==> config.mk <==
export PLATFORM = sky130hd
export DESIGN_NAME = tenbit_addr_match
export DESIGN_NICKNAME = d
export VERILOG_FILES = /design/src/rtl/tenbit_addr_match.sv
export SDC_FILE = /design/constraint.sdc
export NUM_CORES = 1
export LEC_CHECK = 0
export ABC_AREA = 1
export BUFFER_PORTS_ARGS = -buffer_cell sky130_fd_sc_hd__buf_4
export CAP_MARGIN = 30
export CELL_PAD_IN_SITES_DETAIL_PLACEMENT = 0
export CELL_PAD_IN_SITES_GLOBAL_PLACEMENT = 1
export CORE_MARGIN = 3
export CORE_UTILIZATION = 28
export DETAILED_ROUTE_END_ITERATION = 16
export HOLD_SLACK_MARGIN = 0.1
export PLACE_DENSITY = 0.77
export SYNTH_ARGS = -nofsm -noshare
export SYNTH_HDL_FRONTEND = slang
export SYNTH_SLANG_ARGS = --single-unit
==> constraint.sdc <==
create_clock -name clk -period 1.85 [get_ports clk]
set_clock_uncertainty 0.15 [all_clocks]
set_input_delay 0.37 -clock clk [delete_from_list [all_inputs] [get_ports clk]]
set_output_delay 0.37 -clock clk [all_outputs]
set_load 0.02 [all_outputs]
==> src/rtl/tenbit_addr_match.sv <==
module tenbit_addr_match #(
  parameter logic [4:0] HDR_PREFIX = 5'b11110
) (
  input  logic       clk,
  input  logic       rst_n,
  input  logic [9:0] own_addr,
  input  logic       byte_vld,
  input  logic [7:0] byte_data,
  input  logic       start_evt,
  input  logic       restart_evt,
  input  logic       stop_evt,
  input  logic       release_hold,
  output logic       ack_vld,
  output logic       ack,
  output logic       addr_match,
  output logic       read_mode,
  output logic       prior_hit,
  output logic       hold_req,
  output logic       tx_ready
);

  typedef enum logic [2:0] {S_IDLE, S_HDR, S_LOW, S_WRITE, S_READ} st_t;
  st_t st;

  logic hdr_ok, low_ok, rw_bit;
  assign hdr_ok = (byte_data[7:3] == HDR_PREFIX) && (byte_data[2:1] == own_addr[9:8]);
  assign low_ok = (byte_data == own_addr[7:0]);
  assign rw_bit = byte_data[0];

  always_ff @(posedge clk or negedge rst_n) begin
    if (!rst_n) begin
      st        <= S_IDLE;
      ack_vld   <= 1'b0;
      ack       <= 1'b0;
      prior_hit <= 1'b0;
      hold_req  <= 1'b0;
      tx_ready  <= 1'b0;
    end else begin
      ack_vld  <= 1'b0;
      ack      <= 1'b0;
      tx_ready <= 1'b0;
      if (stop_evt) begin
        st        <= S_IDLE;
        prior_hit <= 1'b0;
        hold_req  <= 1'b0;
      end else if (start_evt || restart_evt) begin
        st       <= S_HDR;
        hold_req <= 1'b0;
      end else begin
        if (release_hold) hold_req <= 1'b0;
        if (byte_vld) begin
          case (st)
            S_HDR: begin
              ack_vld <= 1'b1;
              if (!hdr_ok) begin
                prior_hit <= 1'b0;
                st        <= S_IDLE;
              end else if (!rw_bit) begin
                ack       <= 1'b1;
                prior_hit <= 1'b0;
                st        <= S_LOW;
              end else if (prior_hit) begin
                ack      <= 1'b1;
                hold_req <= 1'b1;
                tx_ready <= 1'b1;
                st       <= S_READ;
              end else begin
                st <= S_IDLE;
              end
            end
            S_LOW: begin
              ack_vld <= 1'b1;
              if (low_ok) begin
                ack       <= 1'b1;
                prior_hit <= 1'b1;
                st        <= S_WRITE;
              end else begin
                st <= S_IDLE;
              end
            end
            default: ;
          endcase
        end
      end
    end
  end

  assign addr_match = (st == S_WRITE) || (st == S_READ);
  assign read_mode  = (st == S_READ);

  AST_STOP_CLEARS: assert property (@(posedge clk) disable iff (!rst_n)
    stop_evt |=> (!prior_hit && !hold_req && !addr_match));
  AST_READ_NEEDS_PRIOR: assert property (@(posedge clk) disable iff (!rst_n)
    $rose(read_mode) |-> $past(prior_hit));
  AST_HOLD_RELEASE: assert property (@(posedge clk) disable iff (!rst_n)
    (hold_req && (release_hold || start_evt || restart_evt)) |=> !hold_req);
  AST_HOLD_STICKY: assert property (@(posedge clk) disable iff (!rst_n)
    (hold_req && !release_hold && !stop_evt && !start_evt && !restart_evt) |=> hold_req);
  AST_PRIOR_WITH_MATCH: assert property (@(posedge clk) disable iff (!rst_n)
    $rose(prior_hit) |-> (addr_match && !read_mode));
  AST_TXRDY_HOLD: assert property (@(posedge clk) disable iff (!rst_n)
    tx_ready |-> (hold_req && read_mode));
  AST_NACK_UNADDR: assert property (@(posedge clk) disable iff (!rst_n)
    (ack_vld && !ack) |-> !addr_match);
  AST_EVT_DROPS_BYTE: assert property (@(posedge clk) disable iff (!rst_n)
    (start_evt || restart_evt || stop_evt) |=> !ack_vld);

endmodule

## Word level (Yosys, flattened, before mapping)

Index checks and enable logic that the tools add are counted.

| storage, ports and cells | value |
|---|---|
| bits in registers | 8 |
| output and inout bits | 7 |
| word-level logic and storage cells | 67 |

| cells by class | value |
|---|---|
| eq/ne operators | 10 |
| multiplexer cells | 41 |
| reduce and logical (&&, ||, !) cells | 10 |

Operator list:

| operator | count |
|---|---|
| $mux W1 | 31 |
| $mux W3 | 6 |
| $eq A8 B8 Y1 | 1 |
| $eq A3 B2 Y1 const B | 2 |
| $pmux W3 S2 | 1 |
| $reduce_bool A3 Y1 | 2 |
| $eq A5 B5 Y1 const B | 1 |
| $reduce_and A5 Y1 | 1 |
| $ne A4 B4 Y1 const B | 1 |
| $pmux W1 S2 | 2 |
| $reduce_bool A4 Y1 | 1 |
| $eq A3 B1 Y1 const B | 1 |
| $eq A3 B3 Y1 const B | 1 |
| $ne A3 B3 Y1 const B | 1 |
| $eq A2 B2 Y1 | 1 |
| $logic_or A1 B1 Y1 | 2 |
| $mux W2 | 1 |
| $ne A2 B2 Y1 const B | 1 |
| $reduce_and A2 Y1 | 1 |
| $reduce_bool A2 Y1 | 1 |
| $reduce_or A2 Y1 | 1 |
| $logic_and A1 B1 Y1 | 1 |

## Depth between registers and ports, before layout

| depth | value |
|---|---|
| word-level depth | 8 |
| mapped depth | 9 |
| depth with buffers taken out | 9 |

## Worst setup path before layout

OpenSTA, ideal clock, no wires.

| path | value |
|---|---|
| path type | register -> output |
| from | register st[0] |
| to | output addr_match |
| arrival time | 1.279 ns |
| required time | 1.330 ns |
| setup slack | 0.051 ns |
| stages on the path, launching flop included | 3 |
| buffers on the path | 0 |
| path through | dfrtp_1 > nor3_1 > o21bai_1 |

| on the way | value |
|---|---|
| word-level cells in the longest chain between the ends | 2 |

RTL lines:

| item | line | source |
|---|---|---|
| start: declaration | 23 | `st_t st;` |
| start signal: assignment | 32 | `st <= S_IDLE;` |
| start signal: assignment | 43 | `st <= S_IDLE;` |
| start signal: assignment | 47 | `st <= S_HDR;` |
| $eq A3 B3 Y1 | - |  |
| via read_mode | 16 | `output logic read_mode,` |
| $logic_or A1 B1 Y1 | 88 | `assign addr_match = (st == S_WRITE) \|\| (st == S_READ);` |
| end: declaration | 15 | `output logic addr_match,` |

The timed path passes the listed nets, and every way through them passes these cells.

## Worst setup path after layout

| path | value |
|---|---|
| from | register st[0] |
| to | output addr_match |

| on the way | value |
|---|---|
| word-level cells in the longest chain between the ends | 2 |

RTL lines:

| item | line |
|---|---|
| $eq A3 B2 Y1 / $eq A3 B3 Y1 (equally long branches) | 88 |
| $logic_or A1 B1 Y1 * | 88 |

Every way passes the cells marked *; elsewhere a longest branch is shown, timed or not.

==> results.sh <==
export IMPL_status="completed"
export IMPL_setup_viol=0
export IMPL_layout_drive_gt1_share=0.299
export IMPL_cellLeakagePower_nw=0.570
export IMPL_end_kind="output port"
export IMPL_hold_class="in -> reg"
export IMPL_synth_most_common_cell="nand2_1"
export IMPL_io_pins=32
export IMPL_fin_crit_ps=1780
export IMPL_die_w_um=54.5
export IMPL_maxCapViolations=0
export IMPL_grt_max_degree=9
export IMPL_synth_nets=137
export IMPL_die_h_um=54.5
export IMPL_ys_top_cells_by_area="dfrtp_1 30%, nand2_1 22%, inv_1 12%"
export IMPL_synth_edf_count=0
export IMPL_grt_busiest_layer="met2"
export IMPL_routed_via_density=4.14
export IMPL_cts_path_max_buffers=2
export IMPL_ir_drop_uv=207
export IMPL_grt_pass1_vias=652
export IMPL_fin_ws_ps=73.0
export IMPL_synth_seq_area_share=0.304
export IMPL_gp_congestion=0.807
export IMPL_met3_usage=0.00817
export IMPL_criticalPathCategory="reg -> out"
export IMPL_clk_insertion_delay_late_ps=250
export IMPL_dp_hpwl_mm=1.38
export IMPL_rsz0062_at_grt="false"
export IMPL_io_buffers=31
export IMPL_ant_nets=0
export IMPL_clk_pin_slew_ps=50
export IMPL_required_ps=1330
export IMPL_root_buffer="clkbuf_4"
export IMPL_avgSynthCellArea_um2=5.88
export IMPL_ys_ff_latch=8
export IMPL_slew_viol_final=0
export IMPL_setup_tns_ps=0
export IMPL_worst_path_max_fanout=5
export IMPL_grt_use_met1=0.144
export IMPL_area_delta_synth_final_pct=45.4
export IMPL_synth_area_um2=658
export IMPL_synth_top_area_frac=0.304
export IMPL_drt_initial_drc_count=6
export IMPL_grt_util_met2=0.195
export IMPL_drtPass1Iterations=3
export IMPL_arrival_ps=1260
export IMPL_instances_no_fill=174
export IMPL_synth_flop_cell="dfrtp_1"
export IMPL_grt_util_all_layers=0.115
export IMPL_fmax_mhz=563
export IMPL_diodes=0
export IMPL_grt_pass1_wl_mm=2.50
export IMPL_wl_per_cell_um=9.11
export IMPL_dp_slack_ps=324
export IMPL_p_switching_uw=111
export IMPL_drc=0
export IMPL_cts_setup_buffers=0
export IMPL_seqPwrFrac=0.432
export IMPL_fin_crit_sh=0.961
export IMPL_hold_viol=0
export IMPL_clock_power_share=0.311
export IMPL_fillers=234
export IMPL_cts_hold_buffers=1
export IMPL_internal_power_uw=306
export IMPL_max_slew_worst_pin_slew_ps=238
export IMPL_numPlacedInstances=170
export IMPL_regArea_um2=200
export IMPL_grt_overflow=0
export IMPL_p_comb_frac=0.258
export IMPL_postCtsResizedCells=0
export IMPL_start_util=0.316
export IMPL_numCtsBuffers=3
export IMPL_vias=721
export IMPL_h_tree_depth=1
export IMPL_cts_sinks=8
export IMPL_post_route_util=0.460
export IMPL_synthDistinctLibCells=19
export IMPL_core_mm2=0.00208
export IMPL_fp_row_count=16
export IMPL_multiInputGateArea_um2=372
export IMPL_synth_common_cells="39 x nand2_1, 21 x inv_1, 15 x nor2_1"
export IMPL_syn_inst=112
export IMPL_switching_share=0.266
export IMPL_synth_largest_area_cell="dfrtp_1"
export IMPL_die_area_mm2=0.00297
export IMPL_tritoncts="built"
export IMPL_nets=174
export IMPL_antenna_found_initial=0
export IMPL_wirelength_mm=1.59
export IMPL_start_kind="register"
export IMPL_powerDensity_mw_per_mm2=435
export IMPL_synthArstFlopShare=1.00
export IMPL_holdWs_ps=146
export IMPL_yosysWarnings=0
export IMPL_relSlewSlack=0.840
power groups by stage:
stage / clock [mW] / combinational, mW / sequential (mW)
finish: 0.129 / 0.107 / 0.180
global route: 0.141 / 0.122 / 0.180
CTS: 0.134 / 0.109 / 0.180
detailed placement: 0 / 0.106 / 0.183
global placement: 0 / 0.106 / 0.183
floorplan: 0 / 0.0465 / 0.183
through the flow:
step	cell area, um2	total power, mW
final	957	0.417
after global routing	957	0.443
after global placement	925	0.288
after detailed placement	925	0.289
after CTS	957	0.422
after floorplan	658	0.229
metal layers:
layer  vias up  part of all wire  wire length, um
li1        409                 -                -
met1       292              0.46              730
met2        17              0.48              758
met3         3             0.044               70
met4         0             0.016               25
met5         -                 0                0
cells in the final DEF (no fill, tap or decap):
cell type and n:
nand2_1 39, a21boi_1 1, and2_1 1, inv_2 2, a21oi_1 3, nand3_2 2, nor2_2 2, o31ai_1 1
buf_4 31, inv_1 21, nor2_1 15, nor3_1 2, nor2_4 1, clkbuf_4 3, o21ai_0 1, dfrtp_1 8
nand2_2 3, nand3_1 5, o21ai_1 2, o21bai_1 1, nand4_1 2, dlygate4sd3_1 1
flip-flops by register name, summed over array words and instances, names as in the netlist:
register / count
hold_req: 1
st: 3
prior_hit: 1
tx_ready: 1
ack: 1
ack_vld: 1
critical path: stages, from the launching register on:
cell and delay [ps]:
dfrtp_1 420, nor3_1 270, o21bai_1 150, buf_4 160
cells by family after synthesis:
group                  share of synthesized area
and+or+nand+nor                            0.485
DFF                                        0.304
AOI/OAI and AO/OA                         0.0798
buffers and inverters                      0.131
worst paths after layout:
check	startpoint	end	slack [ps]	cells past startpoint
setup / recovery	st[0]	addr_match	70	3
hold / removal	release_hold	hold_req	150	2
setup reg to reg	st[0]	prior_hit	440	8
hold reg to reg	hold_req	hold_req	390	2
max in group asynchronous	rst_n	ack	1100	2
min in group asynchronous	rst_n	prior_hit	320	2
final cells by class:
cell class	count	share of cell area
Sequential cell	8	0.209
Multi-Input combinational cell	81	0.388
Tap cell	27	0.0353
Clock buffer	3	0.0235
Timing Repair Buffer	32	0.254
Inverter	23	0.0902
Power figures use the tool's default switching activity.
